--- config.mk ---
export PLATFORM = sky130hd
export DESIGN_NAME = pwm_lockstep
export DESIGN_NICKNAME = d
export VERILOG_FILES = /design/src/rtl/pwm_lk_pkg.sv /design/src/rtl/pwm_lk_regs.sv /design/src/rtl/pwm_lk_core.sv /design/src/rtl/pwm_lockstep.sv
export SDC_FILE = /design/constraint.sdc
export NUM_CORES = 1
export LEC_CHECK = 0
export ABC_CLOCK_PERIOD_IN_PS = 4100
export BUFFER_PORTS_ARGS = -buffer_cell sky130_fd_sc_hd__buf_2
export CAP_MARGIN = 20
export CORE_MARGIN = 2
export CORE_UTILIZATION = 45
export CTS_BUF_LIST = sky130_fd_sc_hd__clkbuf_4
export CTS_CLUSTER_DIAMETER = 200
export CTS_CLUSTER_SIZE = 12
export DETAILED_ROUTE_END_ITERATION = 6
export GPL_ROUTABILITY_DRIVEN = 1
export GPL_TIMING_DRIVEN = 1
export PLACE_DENSITY = 0.61
export SLEW_MARGIN = 30
export SYNTH_ARGS = -nofsm -noshare
export SYNTH_HDL_FRONTEND = slang
export SYNTH_SLANG_ARGS = --single-unit
--- constraint.sdc ---
create_clock -name clk -period 4.1 [get_ports clk]
set_clock_uncertainty 0.05 [all_clocks]
set_input_delay 0.205 -clock clk [delete_from_list [all_inputs] [get_ports clk]]
set_output_delay 0.205 -clock clk [all_outputs]
set_load 0.02 [all_outputs]
--- src/rtl/pwm_lk_pkg.sv ---
package pwm_lk_pkg;
    localparam logic [1:0] SEL_CNT = 2'd0;
    localparam logic [1:0] SEL_PER = 2'd1;
    localparam logic [1:0] SEL_DUT = 2'd2;
    localparam logic [1:0] SEL_CTL = 2'd3;

    localparam int B_EN    = 0;
    localparam int B_CONT  = 1;
    localparam int B_DLVL  = 3;
    localparam int B_ILVL  = 4;
    localparam int B_HOLD  = 6;

    typedef struct packed {
        logic en;
        logic cont;
        logic dlvl;
        logic ilvl;
        logic hold;
    } ctl_t;
endpackage

--- src/rtl/pwm_lk_regs.sv ---
module pwm_lk_regs
    import pwm_lk_pkg::*;
#(
    parameter int ADDR_W = 12,
    parameter int DATA_W = 32
) (
    input  logic              clk,
    input  logic              rst_n,
    input  logic              psel,
    input  logic              penable,
    input  logic              pwrite,
    input  logic [ADDR_W-1:0] paddr,
    input  logic [DATA_W-1:0] pwdata,
    input  logic [DATA_W-1:0] cnt_i,
    output logic [DATA_W-1:0] prdata,
    output logic [DATA_W-1:0] sh_per_o,
    output logic [DATA_W-1:0] sh_dut_o,
    output ctl_t              ctl_o,
    output logic              run_nxt_o,
    output logic              dlvl_nxt_o,
    output logic              ilvl_nxt_o
);
    typedef struct packed {
        logic [DATA_W-1:0] per;
        logic [DATA_W-1:0] dut;
        ctl_t              ctl;
    } reg_st_t;

    reg_st_t st_d, st_q;
    logic       hit;
    logic [1:0] sel;
    logic [DATA_W-1:0] ctl_word;

    always_comb begin
        hit = (paddr[ADDR_W-1:4] == '0) && (paddr[1:0] == 2'b00);
        sel = paddr[3:2];
        st_d = st_q;
        if (psel && penable && pwrite && hit) begin
            case (sel)
                SEL_PER: st_d.per = pwdata;
                SEL_DUT: st_d.dut = pwdata;
                SEL_CTL: begin
                    st_d.ctl.en   = pwdata[B_EN];
                    st_d.ctl.cont = pwdata[B_CONT];
                    st_d.ctl.dlvl = pwdata[B_DLVL];
                    st_d.ctl.ilvl = pwdata[B_ILVL];
                    st_d.ctl.hold = pwdata[B_HOLD];
                end
                default: ;
            endcase
        end
        ctl_word = '0;
        ctl_word[B_EN]   = st_q.ctl.en;
        ctl_word[B_CONT] = st_q.ctl.cont;
        ctl_word[B_DLVL] = st_q.ctl.dlvl;
        ctl_word[B_ILVL] = st_q.ctl.ilvl;
        ctl_word[B_HOLD] = st_q.ctl.hold;
        prdata = '0;
        if (psel && !pwrite && hit) begin
            case (sel)
                SEL_CNT: prdata = cnt_i;
                SEL_PER: prdata = st_q.per;
                SEL_DUT: prdata = st_q.dut;
                default: prdata = ctl_word;
            endcase
        end
    end

    always_ff @(posedge clk or negedge rst_n) begin
        if (!rst_n) st_q <= '0;
        else        st_q <= st_d;
    end

    assign sh_per_o   = st_q.per;
    assign sh_dut_o   = st_q.dut;
    assign ctl_o      = st_q.ctl;
    assign run_nxt_o  = st_d.ctl.en && st_d.ctl.cont;
    assign dlvl_nxt_o = st_d.ctl.dlvl;
    assign ilvl_nxt_o = st_d.ctl.ilvl;

    // the period holding copy changes only through a period write
    p_per_write_only_r1: assert property (@(posedge clk) disable iff (!rst_n)
        !(psel && penable && pwrite) |=> $stable(st_q.per));
endmodule

--- src/rtl/pwm_lk_core.sv ---
module pwm_lk_core
    import pwm_lk_pkg::*;
#(
    parameter int DATA_W = 32
) (
    input  logic              clk,
    input  logic              rst_n,
    input  ctl_t              ctl_i,
    input  logic              run_nxt_i,
    input  logic              dlvl_nxt_i,
    input  logic              ilvl_nxt_i,
    input  logic [DATA_W-1:0] sh_per_i,
    input  logic [DATA_W-1:0] sh_dut_i,
    output logic [DATA_W-1:0] cnt_o,
    output logic              pwm_o
);
    localparam logic [DATA_W:0] ONE = {{DATA_W{1'b0}}, 1'b1};

    typedef struct packed {
        logic [DATA_W-1:0] cnt;
        logic [DATA_W-1:0] aper;
        logic [DATA_W-1:0] adut;
        logic              adlvl;
        logic              ailvl;
    } core_st_t;

    core_st_t st_d, st_q;
    logic          run_now;
    logic [DATA_W:0] cnt_inc;
    logic          wrap;

    always_comb begin
        run_now = ctl_i.en && ctl_i.cont;
        cnt_inc = {1'b0, st_q.cnt} + ONE;
        wrap    = cnt_inc >= {1'b0, st_q.aper};
        st_d    = st_q;
        if (!run_nxt_i) begin
            st_d.cnt = '0;
        end else if (!run_now) begin
            st_d.cnt   = '0;
            st_d.aper  = sh_per_i;
            st_d.adut  = sh_dut_i;
            st_d.adlvl = dlvl_nxt_i;
            st_d.ailvl = ilvl_nxt_i;
        end else if (wrap) begin
            st_d.cnt = '0;
            if (!ctl_i.hold) begin
                st_d.aper  = sh_per_i;
                st_d.adut  = sh_dut_i;
                st_d.adlvl = ctl_i.dlvl;
                st_d.ailvl = ctl_i.ilvl;
            end
        end else begin
            st_d.cnt = cnt_inc[DATA_W-1:0];
        end

        if (!run_now)                 pwm_o = ctl_i.ilvl;
        else if (st_q.aper == '0)     pwm_o = st_q.ailvl;
        else if (st_q.cnt < st_q.adut) pwm_o = st_q.adlvl;
        else                          pwm_o = st_q.ailvl;
    end

    always_ff @(posedge clk or negedge rst_n) begin
        if (!rst_n) st_q <= '0;
        else        st_q <= st_d;
    end

    assign cnt_o = st_q.cnt;

    p_stopped_zero_r2: assert property (@(posedge clk) disable iff (!rst_n)
        !(ctl_i.en && ctl_i.cont) |-> st_q.cnt == '0);
    p_cnt_in_range_r3: assert property (@(posedge clk) disable iff (!rst_n)
        (ctl_i.en && ctl_i.cont && st_q.aper != '0) |-> st_q.cnt < st_q.aper);
    p_cnt_step_r3: assert property (@(posedge clk) disable iff (!rst_n)
        ($past(ctl_i.en && ctl_i.cont) && st_q.cnt != '0) |-> st_q.cnt == $past(st_q.cnt) + 1'b1);
    p_midperiod_hold_r6: assert property (@(posedge clk) disable iff (!rst_n)
        ($past(ctl_i.en && ctl_i.cont) && st_q.cnt != '0) |->
        ($stable(st_q.aper) && $stable(st_q.adut) && $stable(st_q.adlvl) && $stable(st_q.ailvl)));
    p_hold_freezes_r7: assert property (@(posedge clk) disable iff (!rst_n)
        ($past(ctl_i.en && ctl_i.cont) && $past(ctl_i.hold)) |->
        ($stable(st_q.aper) && $stable(st_q.adut) && $stable(st_q.adlvl) && $stable(st_q.ailvl)));
endmodule

--- src/rtl/pwm_lockstep.sv ---
module pwm_lockstep
    import pwm_lk_pkg::*;
#(
    parameter int ADDR_W = 12,
    parameter int DATA_W = 32
) (
    input  logic              clk,
    input  logic              rst_n,
    input  logic              psel,
    input  logic              penable,
    input  logic              pwrite,
    input  logic [ADDR_W-1:0] paddr,
    input  logic [DATA_W-1:0] pwdata,
    output logic [DATA_W-1:0] prdata,
    output logic              pready,
    output logic              pslverr,
    output logic              pwm_out
);
    logic [DATA_W-1:0] sh_per, sh_dut, cnt;
    ctl_t ctl;
    logic run_nxt, dlvl_nxt, ilvl_nxt;

    pwm_lk_regs #(.ADDR_W(ADDR_W), .DATA_W(DATA_W)) u_regs (
        .clk(clk), .rst_n(rst_n), .psel(psel), .penable(penable), .pwrite(pwrite),
        .paddr(paddr), .pwdata(pwdata), .cnt_i(cnt), .prdata(prdata),
        .sh_per_o(sh_per), .sh_dut_o(sh_dut), .ctl_o(ctl),
        .run_nxt_o(run_nxt), .dlvl_nxt_o(dlvl_nxt), .ilvl_nxt_o(ilvl_nxt)
    );

    pwm_lk_core #(.DATA_W(DATA_W)) u_core (
        .clk(clk), .rst_n(rst_n), .ctl_i(ctl), .run_nxt_i(run_nxt),
        .dlvl_nxt_i(dlvl_nxt), .ilvl_nxt_i(ilvl_nxt),
        .sh_per_i(sh_per), .sh_dut_i(sh_dut), .cnt_o(cnt), .pwm_o(pwm_out)
    );

    assign pready  = 1'b1;
    assign pslverr = 1'b0;

    p_idle_level_r2: assert property (@(posedge clk) disable iff (!rst_n)
        !(ctl.en && ctl.cont) |-> pwm_out == ctl.ilvl);
endmodule

==> insert_results.sql, run 1 <==
INSERT INTO impl_metrics (metric_group, metric, value, unit) VALUES
('floorplan', 'fp.dieH', '149', 'um'),
('cells_and_area', 'nets', '1083', ''),
('cts', 'cts.clk_slew.worst_paths', '0.14', 'ns'),
('synthesis', 'yosys_reg_bits', '167', ''),
('place', 'globalplace.congestion', '0.871', ''),
('worst_hold_path', 'hold_path.class', 'input port to asynchronous set/reset pin', ''),
('synthesis', 'synth.largest_area_cell', 'sky130_fd_sc_hd__dfrtp_1', ''),
('timing', 'sum_neg_setup_slack', '0', 'ns'),
('worst_setup_path', 'worstPathCellList', 'and3_1, and4_1, buf_4, and3_1, nand3_1, xnor2_2, ha_1, and4_1, and4_1, a221oi_1, o211ai_1, nand2_1, a21oi_4, buf_4, buf_6, mux2_4', ''),
('power_and_ir_drop', 'cellLeakagePower', '5.30', 'nW'),
('cts', 'clkLatencyLatePin', '0.56', 'ns'),
('floorplan', 'row_count', '52', ''),
('worst_setup_path', 'timing.critical_path.required', '4.50', 'ns'),
('timing', 'measured_slew_at_the_worst_slew_check_pin', '0.890', 'ns'),
('run_status', 'status', 'finished, final reports clean', ''),
('cells_and_area', 'layout-area-overhead-vs-synth', '17.2', '%'),
('floorplan', 'design.die.area', '0.0221', 'mm^2'),
('worst_setup_path', 'cp.buffers_inverters', '3', ''),
('worst_setup_path', 'cp_slowest_cell', 'sky130_fd_sc_hd__dfrtp_2', ''),
('worst_setup_path', 'setup_crit_end_kind', 'flop', ''),
('synthesis', 'count_of_flip_flops_with_a_built_in_enable_after_synthesis', '0', ''),
('cts', 'clock_tree.root_cell', 'sky130_fd_sc_hd__clkbuf_4', ''),
('route', 'drt-initial-drc-count', '355', ''),
('worst_setup_path', 'critical_path_arrival', '4.27', 'ns'),
('floorplan', 'floorplan.initialDensity', '0.462', ''),
('synthesis', 'ys_top_cells_by_count', 'sky130_fd_sc_hd__dfrtp_1, sky130_fd_sc_hd__mux2_2, sky130_fd_sc_hd__nor2_1', ''),
('cells_and_area', 'drive_gt1_frac', '0.325', ''),
('synthesis', 'yosysTopAreaCellShare', '0.444', ''),
('floorplan', 'coreArea', '0.0204', 'mm^2'),
('worst_setup_path', 'critical_path_class', 'flop to flop', ''),
('synthesis', 'synth_top_cells_by_area', 'sky130_fd_sc_hd__dfrtp_1, sky130_fd_sc_hd__mux2_2, sky130_fd_sc_hd__ha_1', ''),
('timing', 'max_slew_margin', '0.407', ''),
('route', 'routed_wire_length_per_instance', '17.9', 'um'),
('global_routing', 'first_global_vias', '6567', ''),
('cts', 'cts_num_sinks', '167', ''),
('synthesis', 'post_synth_instance_area', '0.00941', 'mm^2'),
('worst_setup_path', 'kind_of_cell_adding_the_most_delay_to_the_critical_path', 'simple AND/OR/NAND/NOR gates', ''),
('worst_setup_path', 'r2r.worst_path.cells', '16', ''),
('route', 'routed-via-count', '6584', ''),
('synthesis', 'syn_inst', '829', ''),
('route', 'drc_errors', '0', ''),
('synthesis', 'synth_flop_cell', 'sky130_fd_sc_hd__dfrtp_1', ''),
('job', 'drv_cap', '0', ''),
('synthesis', 'ys_warn_count', '0', ''),
('timing', 'finalHoldViolations', '0', ''),
('global_routing', 'grt_usage', '0.210', ''),
('global_routing', 'grt_overflow_total', '0', ''),
('timing', 'clock_period_minus_worst_slack', '3.87', 'ns'),
('synthesis', 'postSynthAreaPerCell', '11.4', 'um^2'),
('synthesis', 'synth_seq_area_share', '0.444', ''),
('place', 'dp_wirelength', '15600', 'um'),
('synthesis', 'async_reset_ff_frac', '1.00', ''),
('global_routing', 'number_of_antenna_violations_at_the_first_check_in_global_routing', '1', ''),
('synthesis', 'yosysMostFrequentCell', 'sky130_fd_sc_hd__dfrtp_1', ''),
('power_and_ir_drop', 'ir_worst_vdd', '0.169', 'mV'),
('worst_setup_path', 'crit_cells', '16', ''),
('cells_and_area', 'final_util', '0.542', ''),
('synthesis', 'synth_nets', '942', ''),
('worst_setup_path', 'critical_path.max_fanout', '10', ''),
('route', 'detail_route.vias_per_cell', '5.25', ''),
('cts', 'clock_path_buffers', '2', ''),
('timing', 'finalMaxSlewViolations', '0', ''),
('global_routing', 'first_pass_grt_wire_length', '36000', 'um'),
('global_routing', 'maximum_number_of_pins_on_one_net_before_global_route_repair', '101', ''),
('worst_setup_path', 'delay_contributed_by_the_slowest_stage_of_the_critical_path', '0.45', 'ns'),
('route', 'drt_pre_antenna_iters', '6', ''),
('cts', 'clock_tree_from_tritoncts', 'yes', ''),
('timing', 'timing.final.setup_violations', '0', ''),
('route', 'totalWireLength', '22400', 'um'),
('worst_setup_path', 'critPathLaunchType', 'flop', ''),
('route', 'drt.antenna.violating_nets', '0', '');
routing by layer:
layer,up-vias,share of wire,track usage
met2,108,0.45,0.330
li1,3190,-,-
met5,-,0,0
met4,0,0.010,0.0452
met3,12,0.032,0.0396
met1,3274,0.51,0.305
kinds of logic (layout without fill, tap and decap cells):
group	Yosys count	after routing	share of synthesized area
buf+inv	98	251	0.0490
flops	167	167	0.444
simple gates	219	219	0.122
compound gates	80	80	0.0504
mux	169	169	0.220
fa+ha+maj	64	64	0.0851
xor+xnor	30	30	0.0279
other cells	2	3	0.000798
placed cells by master (no fill, tap or decap), drive strengths merged, types with 4 or more instances in the layout:
master       count
dfrtp          167
mux2           137
buf            120
nor2            71
inv             66
ha              64
a21oi           48
nor2b           38
dlygate4sd3     33
nand2           31
mux2i           27
nand3           26
clkbuf          23
xnor2           21
nand4           15
o21ai           12
nor4            12
xor2             9
and4             8
and3             5
mux4             5
a211oi           4
bufinv           4
a2111oi          4
through the flow:
step / hold slack (ns) / instance area, um^2 / total power, mW / instances / setup slack [ns]
2_1_floorplan: -0.141 / 9410 / 1.71 / 829 / 0.363
3_3_place_gp: 0.354 / 10200 / 1.78 / 1171 / 0.246
6_report: 0.196 / 11000 / 2.87 / 1253 / 0.231
5_1_grt: 0.243 / 11000 / 2.99 / 1253 / -0.0240
3_5_place_dp: 0.342 / 10200 / 1.78 / 1171 / 0.129
4_1_cts: 0.265 / 10800 / 2.90 / 1235 / 0.103
layout make-up:
type / instances / area (um^2)
diodes: 1 / 2.50
clock buffers: 20 / 150
clock inverters: 11 / 173
fillers: 1811 / 9330
inverters: 64 / 240
multi-input cells: 564 / 4820
flip-flops and latches: 167 / 4190
well taps: 270 / 338
repair buffers: 156 / 1120
sequential cells by signal (all words and copies together) (netlist names):
register,flops
u_core.cnt_o,32
u_regs.sh_dut_o,32
u_core.st_q,66
u_regs.ctl_o,5
u_regs.sh_per_o,32
power by group:
group          internal, mW  switching (mW)
logic                0.0504          0.0735
registers              1.65        0.000730
clock network         0.504           0.590
total                  2.20           0.665
path summary, 6_finish.rpt:
kind	end	slack, ns	start
setup / recovery	u_core.st_q[4]	0.23	u_core.cnt_o[4]
hold / removal	u_regs.sh_per_o[12]	0.20	rst_n
setup reg to reg	u_core.st_q[4]	0.23	u_core.cnt_o[4]
hold reg to reg	u_core.st_q[0]	0.47	u_core.st_q[0]
max in group asynchronous	u_core.st_q[50]	2.68	rst_n
min in group clk	u_regs.ctl_o[0]	0.32	paddr[2]
what timing repair did:
item                                   in CTS  in global routing
setup buffers                               0                 14
hold buffers                               33                  0
resized for setup                           0                 13
setup endpoints to repair                   0                 66
endpoints found under the hold margin     169                  0
No activity file was read; power rests on OpenSTA's default activity.
==> run 2: changes to the inputs <==
==> constraint.sdc (replaced) <==
create_clock -name clk -period 4.1 [get_ports clk]
set_clock_uncertainty 0.05 [all_clocks]
set_input_delay 0.41 -clock clk [delete_from_list [all_inputs] [get_ports clk]]
set_output_delay 0.41 -clock clk [all_outputs]
set_load 0.02 [all_outputs]
==> run 2 against run 1 <==
Non-clock buffer count shrank 12. Clock power is essentially flat. Fmax shrank 2.1%. Utilization shrank 0.53 points. Critical path depth shrank 6. Sequential cell count is the same. Die area is the same. Global-route usage shrank 0.12 points. Via count shrank 0.80%. Sequential power is essentially flat. Largest power group unchanged. First-iteration DRC count shrank 9.0%. Combinational power shrank 4%.
==> insert_results.sql, run 2 (synthesis results as in run 1) <==
INSERT INTO impl_metrics (metric_group, metric, value, unit) VALUES
('run_status', 'status', 'finished, final reports clean', ''),
('route', 'routed-via-count', '6531', ''),
('timing', 'clock_period_minus_worst_slack', '3.95', 'ns'),
('cells_and_area', 'n_fill_cell', '1856', ''),
('worst_setup_path', 'cp_common_cell', 'sky130_fd_sc_hd__buf_4', ''),
('worst_setup_path', 'kind_of_cell_adding_the_most_delay_to_the_critical_path', 'compound AO/OA/AOI/OAI gates', ''),
('route', 'detail_route.vias_per_cell', '5.26', ''),
('cells_and_area', 'drive_gt1_frac', '0.318', ''),
('cells_and_area', 'most_common_cell_after_layout_fill_and_taps_aside', 'sky130_fd_sc_hd__dfrtp_1', ''),
('timing', 'measured_slew_at_the_worst_slew_check_pin', '0.886', 'ns'),
('timing', 'max_slew_margin', '0.409', ''),
('route', 'drt_pre_antenna_iters', '4', ''),
('cts', 'cts_made_buffers', '17', ''),
('worst_setup_path', 'cp_slowest_cell', 'sky130_fd_sc_hd__a2111oi_1', ''),
('timing', 'timing.final.setup_violations', '0', ''),
('floorplan', 'coreArea', '0.0204', 'mm^2'),
('floorplan', 'boundaryPins', '84', ''),
('timing', 'min_period_over_period', '0.964', ''),
('timing', 'rsz0062_at_grt', 'false', ''),
('worst_setup_path', 'timing.critical_path.required', '3.64', 'ns'),
('cts', 'cts.clk_slew.worst_paths', '0.15', 'ns'),
('cells_and_area', 'nets', '1071', ''),
('global_routing', 'global_route.peak_usage_layer', 'met2', ''),
('cts', 'clock_path_buffers', '2', ''),
('floorplan', 'die_x', '149', 'um'),
('worst_setup_path', 'critical_path_arrival', '3.49', 'ns'),
('timing', 'finalHoldViolations', '0', ''),
('cts', 'clock_tree_from_tritoncts', 'yes', ''),
('cts', 'clkLatencyLatePin', '0.58', 'ns'),
('global_routing', 'number_of_antenna_violations_at_the_first_check_in_global_routing', '1', ''),
('floorplan', 'fp.dieH', '149', 'um'),
('power_and_ir_drop', 'ir_worst_vdd', '0.177', 'mV'),
('cts', 'h-tree-depth', '4', ''),
('timing', 'sum_neg_setup_slack', '0', 'ns'),
('job', 'drv_cap', '0', ''),
('power_and_ir_drop', 'fin_total_pwr', '2.87', 'mW'),
('worst_setup_path', 'cp.buffers_inverters', '3', ''),
('global_routing', 'gr_layer_usage_met3', '0.0304', ''),
('cells_and_area', 'seqCellArea', '0.00419', 'mm^2'),
('global_routing', 'met2_usage', '0.331', ''),
('timing', 'finalMaxSlewViolations', '0', ''),
('cells_and_area', 'layout_common_cells', 'sky130_fd_sc_hd__dfrtp_1, sky130_fd_sc_hd__mux2_2, sky130_fd_sc_hd__buf_2, sky130_fd_sc_hd__nor2_1', ''),
('cells_and_area', 'multi_input_comb_area', '0.00480', 'mm^2'),
('worst_setup_path', 'critical_path.max_fanout', '3', ''),
('worst_setup_path', 'delay_contributed_by_the_slowest_stage_of_the_critical_path', '0.55', 'ns'),
('place', 'dp_wirelength', '15400', 'um'),
('worst_setup_path', 'setup_crit_end_kind', 'primary output', ''),
('power_and_ir_drop', 'cellLeakagePower', '5.25', 'nW'),
('worst_hold_path', 'hold_path.class', 'input port to flop', ''),
('timing', 'max_freq', '0.253', 'GHz'),
('cts', 'cts_num_sinks', '167', ''),
('power_and_ir_drop', 'powerDensity', '263', 'mW/mm^2'),
('cells_and_area', 'layout-area-overhead-vs-synth', '16.0', '%'),
('floorplan', 'design.die.area', '0.0221', 'mm^2'),
('worst_setup_path', 'critPathLaunchType', 'flop', ''),
('global_routing', 'grt_usage', '0.209', ''),
('worst_setup_path', 'critical_path_class', 'flop to primary output', ''),
('route', 'drt-initial-drc-count', '323', ''),
('global_routing', 'met1_usage', '0.299', ''),
('cells_and_area', 'regMostFlops', 'u_core.st_q', ''),
('route', 'drc_errors', '0', ''),
('route', 'routed_wire_length_per_instance', '17.9', 'um'),
('global_routing', 'first_pass_grt_wire_length', '36400', 'um'),
('worst_setup_path', 'worstPathCellList', 'buf_4, ha_1, a21o_1, nand3_1, a21oi_1, a2111oi_1, a2111oi_0, buf_4, o311ai_0, buf_2', ''),
('place', 'globalplace.congestion', '0.858', ''),
('floorplan', 'row_count', '52', ''),
('global_routing', 'maximum_number_of_pins_on_one_net_before_global_route_repair', '107', ''),
('cts', 'clock_tree.root_cell', 'sky130_fd_sc_hd__clkbuf_4', ''),
('route', 'totalWireLength', '22200', 'um'),
('global_routing', 'first_global_vias', '6817', ''),
('floorplan', 'floorplan.initialDensity', '0.462', ''),
('place', 'place.port_buffers', '81', ''),
('global_routing', 'grt_overflow_total', '0', ''),
('cells_and_area', 'flip_flop_count_of_the_largest_register_after_layout', '66', ''),
('route', 'drt.antenna.violating_nets', '0', '');
[run 2: cell types whose count changed in the layout (fill, tap and decap cells not counted), sizes merged]
cell	delta
buf	-3
clkbuf	-2
clkinv	+5
clkinvlp	-2
dlygate4sd3	-8
inv	-1
[run 2: final cells by class]
class / instances / share of cell area
Multi-Input combinational cell: 564 / 0.439
Clock buffer: 19 / 0.0131
Clock inverter: 13 / 0.0164
Antenna cell: 1 / 0.000229
Sequential cell: 167 / 0.383
Inverter: 64 / 0.0220
Tap cell: 270 / 0.0309
Timing Repair Buffer: 144 / 0.0948
[run 2: per-layer routing]
metal | up-vias | routed length [um] | share of wire
met3 | 17 | 879 | 0.040
met4 | 0 | 330 | 0.015
met1 | 3222 | 10800 | 0.49
met5 | - | 0 | 0
met2 | 128 | 10100 | 0.46
li1 | 3164 | - | -
[run 2: report_power, final]
group          switching [mW]  leakage [nW]  total, mW  internal, mW
combinational          0.0723          2.76      0.119        0.0468
clock                   0.609         0.170       1.10         0.495
sequential           0.000773          2.32       1.65          1.65
total                   0.682          5.25       2.87          2.19
[run 2: final timing paths]
kind                                       endpoint  slack, ns            start  cells after the start
worst min-delay path             u_regs.sh_per_o[6]       0.04        pwdata[6]                      2
worst min register to register      u_core.st_q[32]       0.48  u_core.st_q[32]                      1
min in group asynchronous       u_regs.sh_per_o[11]       0.39            rst_n                      2
worst max register to register       u_core.st_q[6]       0.28  u_core.cnt_o[4]                     16
worst max-delay path                        pwm_out       0.15  u_core.cnt_o[9]                     10
max in group asynchronous           u_core.cnt_o[2]       2.83            rst_n                      3
[run 2: timing repair]
action / in CTS / in global routing
cloned: 0 / 2
hold buffers: 25 / 0
setup endpoints to repair: 1 / 66
pin swaps: 0 / 3
gates resized for setup: 1 / 8
setup buffers: 0 / 10
endpoints found under the hold margin: 152 / 0
[run 2: through the flow]
| step | worst slack (ns) | utilization | hold slack [ns] | instances | instance area [um^2] |
|---|---|---|---|---|---|
| 6_report | 0.149 | 0.536 | 0.0354 | 1242 | 10900 |
| 5_1_grt | 0.0157 | 0.536 | 0.00782 | 1242 | 10900 |
| 4_1_cts | 0.110 | 0.529 | 0.000546 | 1229 | 10800 |
| 3_5_place_dp | 0.153 | 0.501 | 0.443 | 1172 | 10200 |
| 3_3_place_gp | 0.264 | 0.500 | 0.442 | 1172 | 10200 |
| 2_1_floorplan | 0.363 | - | 0.0644 | 829 | 9410 |
[run 2: worst register-to-register path, stage by stage (launching register included)]
cell                        delay, ns
sky130_fd_sc_hd__dfrtp_2         0.44
sky130_fd_sc_hd__and3_1          0.21
sky130_fd_sc_hd__and4_1          0.24
sky130_fd_sc_hd__buf_4           0.15
sky130_fd_sc_hd__and3_1          0.24
sky130_fd_sc_hd__nand3_1         0.11
sky130_fd_sc_hd__xnor2_1         0.20
sky130_fd_sc_hd__ha_1            0.29
sky130_fd_sc_hd__and4_1          0.22
sky130_fd_sc_hd__and4_1          0.19
sky130_fd_sc_hd__a221oi_1        0.30
sky130_fd_sc_hd__o211ai_1        0.16
sky130_fd_sc_hd__nand2_1         0.16
sky130_fd_sc_hd__a21oi_4         0.08
sky130_fd_sc_hd__buf_12          0.15
sky130_fd_sc_hd__clkbuf_16       0.20
sky130_fd_sc_hd__mux2_4          0.32
==> run 3: changes to the inputs <==
CORE_MARGIN = 5   (was 2)
==> run 3 against run 2 <==
Sequential share of layout area rose by 0.14 points. Clock power fell by 18%. Wire length rose by 1.4%. Cell area fell by 0.42%. Global-route usage fell by 1.6 points. Register-to-register slack got worse by 0.03 ns. Critical path depth rose by 6. Non-clock buffer count did not move. Die area rose by 8.2%. Sequential power barely moved. Final cell count rose by 0.40%. Fmax rose by 2.6%. Largest power group unchanged.
==> insert_results.sql, run 3 (synthesis results as in run 1) <==
INSERT INTO impl_metrics (metric_group, metric, value, unit) VALUES
('global_routing', 'first_pass_grt_wire_length', '36500', 'um'),
('route', 'drt.antenna.violating_nets', '0', ''),
('route', 'detail_route.vias_per_cell', '5.23', ''),
('timing', 'finalHoldViolations', '0', ''),
('timing', 'max_freq', '0.260', 'GHz'),
('worst_setup_path', 'critical_path.max_fanout', '19', ''),
('cts', 'clock_tree.root_cell', 'sky130_fd_sc_hd__clkbuf_4', ''),
('cells_and_area', 'layout-area-overhead-vs-synth', '15.5', '%'),
('timing', 'timing.final.setup_violations', '0', ''),
('floorplan', 'boundaryPins', '84', ''),
('worst_setup_path', 'cp.buffers_inverters', '2', ''),
('cells_and_area', 'flip_flop_count_of_the_largest_register_after_layout', '66', ''),
('global_routing', 'maximum_number_of_pins_on_one_net_before_global_route_repair', '99', ''),
('cells_and_area', 'layout.cells.non_filler', '1247', ''),
('floorplan', 'floorplan.initialDensity', '0.452', ''),
('route', 'drt_pre_antenna_iters', '4', ''),
('cts', 'cts_made_buffers', '17', ''),
('timing', 'clock_period_minus_worst_slack', '3.85', 'ns'),
('place', 'placedCellCount', '1181', ''),
('cts', 'clkLatencyLatePin', '0.58', 'ns'),
('worst_setup_path', 'critical_path_arrival', '4.27', 'ns'),
('cts', 'clock_path_buffers', '2', ''),
('timing', 'rsz0062_at_grt', 'false', ''),
('worst_setup_path', 'delay_contributed_by_the_slowest_stage_of_the_critical_path', '0.46', 'ns'),
('timing', 'min_period_over_period', '0.939', ''),
('floorplan', 'die_x', '155', 'um'),
('power_and_ir_drop', 'cellLeakagePower', '5.21', 'nW'),
('route', 'totalWireLength', '22500', 'um'),
('power_and_ir_drop', 'powerDensity', '246', 'mW/mm^2'),
('global_routing', 'grt_usage', '0.193', ''),
('floorplan', 'design.die.area', '0.0239', 'mm^2'),
('cts', 'cts_num_sinks', '167', ''),
('floorplan', 'row_count', '53', ''),
('worst_hold_path', 'hold_path.class', 'input port to flop', ''),
('timing', 'measured_slew_at_the_worst_slew_check_pin', '0.877', 'ns'),
('power_and_ir_drop', 'ir_worst_vdd', '0.130', 'mV'),
('timing', 'max_slew_margin', '0.415', ''),
('worst_setup_path', 'setup_crit_end_kind', 'flop', ''),
('place', 'place.port_buffers', '81', ''),
('worst_setup_path', 'timing.critical_path.required', '4.52', 'ns'),
('timing', 'finalMaxSlewViolations', '0', ''),
('cts', 'clock_tree_from_tritoncts', 'yes', ''),
('worst_setup_path', 'kind_of_cell_adding_the_most_delay_to_the_critical_path', 'simple AND/OR/NAND/NOR gates', ''),
('cells_and_area', 'drive_gt1_frac', '0.313', ''),
('cells_and_area', 'nets', '1071', ''),
('run_status', 'status', 'finished, final reports clean', ''),
('cells_and_area', 'regMostFlops', 'u_core.st_q', ''),
('route', 'routed-via-count', '6522', ''),
('route', 'drt-initial-drc-count', '331', ''),
('route', 'drc_errors', '0', ''),
('route', 'routed_wire_length_per_instance', '18.0', 'um'),
('cts', 'h-tree-depth', '4', ''),
('cells_and_area', 'most_common_cell_after_layout_fill_and_taps_aside', 'sky130_fd_sc_hd__dfrtp_1', ''),
('worst_setup_path', 'critical_path_class', 'flop to flop', ''),
('timing', 'sum_neg_setup_slack', '0', 'ns'),
('global_routing', 'number_of_antenna_violations_at_the_first_check_in_global_routing', '2', ''),
('cells_and_area', 'layout_common_cells', 'sky130_fd_sc_hd__dfrtp_1, sky130_fd_sc_hd__mux2_2, sky130_fd_sc_hd__buf_2, sky130_fd_sc_hd__nor2_1, sky130_fd_sc_hd__inv_1', ''),
('worst_setup_path', 'critPathLaunchType', 'flop', ''),
('job', 'drv_cap', '0', ''),
('place', 'dp_wirelength', '16200', 'um'),
('worst_setup_path', 'cp_slowest_cell', 'sky130_fd_sc_hd__dfrtp_1', ''),
('global_routing', 'first_global_vias', '6703', ''),
('worst_setup_path', 'worstPathCellList', 'nand3_1, nor4_4, nand4_1, or2_2, nor2_1, xor2_1, ha_1, nand4_1, nor2_1, a221oi_1, a21oi_1, and4b_4, a21oi_4, buf_12, clkbuf_16, mux2_4', ''),
('global_routing', 'grt_overflow_total', '0', ''),
('cts', 'cts.clk_slew.worst_paths', '0.14', 'ns'),
('floorplan', 'fp.dieH', '155', 'um'),
('place', 'globalplace.congestion', '0.850', ''),
('floorplan', 'coreArea', '0.0208', 'mm^2');
-- run 3: cell count changes in the layout (fill, tap and decap cells not counted), sizes merged --
cell,before,now
dlygate4sd3,25,29
clkinvlp,1,4
buf,117,113
bufinv,4,1
-- run 3: path summary, 6_finish.rpt --
| kind | start | end | slack, ns | cells past startpoint |
|---|---|---|---|---|
| hold reg to reg | u_core.st_q[26] | u_core.st_q[26] | 0.48 | 1 |
| hold / removal | pwdata[0] | u_regs.sh_dut_o[0] | 0.06 | 2 |
| min in group asynchronous | rst_n | u_regs.sh_per_o[13] | 0.34 | 2 |
| setup reg to reg | u_core.cnt_o[4] | u_core.st_q[28] | 0.25 | 16 |
| max in group asynchronous | rst_n | u_core.cnt_o[30] | 2.69 | 3 |
| setup / recovery | u_core.cnt_o[4] | u_core.st_q[28] | 0.25 | 16 |
-- run 3: layout make-up --
class / count / area [um^2]
clock buffers: 19 / 143
repair buffers: 144 / 1050
diodes: 1 / 2.50
clock inverters: 13 / 108
flip-flops and latches: 167 / 4180
inverters: 64 / 240
fillers: 1930 / 9950
multi-input cells: 564 / 4800
well taps: 275 / 344
-- run 3: metrics by stage --
step | setup slack (ns) | power [mW] | cell area [um^2] | utilization | hold WS (ns)
after floorplan | 0.363 | 1.71 | 9410 | - | 0.0644
after global placement | 0.125 | 1.78 | 10200 | 0.492 | 0.435
after detailed placement | 0.0438 | 1.78 | 10200 | 0.492 | 0.428
after CTS | 0.0181 | 2.71 | 10700 | 0.515 | 0.000144
after global routing | 0.0122 | 2.80 | 10900 | 0.522 | 0.00406
final | 0.249 | 2.67 | 10900 | 0.522 | 0.0623
-- run 3: worst reg2reg max path: stages, from the launching register on --
cell	delay [ns]
sky130_fd_sc_hd__dfrtp_1	0.46
sky130_fd_sc_hd__nand3_1	0.16
sky130_fd_sc_hd__nor4_4	0.35
sky130_fd_sc_hd__nand4_1	0.17
sky130_fd_sc_hd__or2_2	0.33
sky130_fd_sc_hd__nor2_1	0.13
sky130_fd_sc_hd__xor2_1	0.19
sky130_fd_sc_hd__ha_1	0.26
sky130_fd_sc_hd__nand4_1	0.14
sky130_fd_sc_hd__nor2_1	0.07
sky130_fd_sc_hd__a221oi_1	0.27
sky130_fd_sc_hd__a21oi_1	0.10
sky130_fd_sc_hd__and4b_4	0.35
sky130_fd_sc_hd__a21oi_4	0.06
sky130_fd_sc_hd__buf_12	0.15
sky130_fd_sc_hd__clkbuf_16	0.21
sky130_fd_sc_hd__mux2_4	0.33
-- run 3: report_power, final --
| group | switching (mW) | internal [mW] | total, mW | leakage [nW] |
|---|---|---|---|---|
| sequential | 0.000751 | 1.65 | 1.65 | 2.33 |
| clock | 0.594 | 0.308 | 0.902 | 0.127 |
| combinational | 0.0741 | 0.0491 | 0.123 | 2.76 |
-- run 3: layer usage --
layer	vias to the layer above	wire, um	part of all wire	track usage
li1	3164	-	-	-
met1	3205	11100	0.49	0.278
met2	124	9960	0.44	0.296
met3	27	1130	0.050	0.0453
met4	2	339	0.015	0.0517
met5	-	7	0.00031	0
-- run 3: what timing repair did --
action / CTS / global route
setup endpoints to repair: 1 / 67
cloned: 0 / 2
buffers inserted: 0 / 2
gates resized for setup: 1 / 8
endpoints found under the hold margin: 112 / 6
hold buffers: 24 / 5
pin swaps: 0 / 5
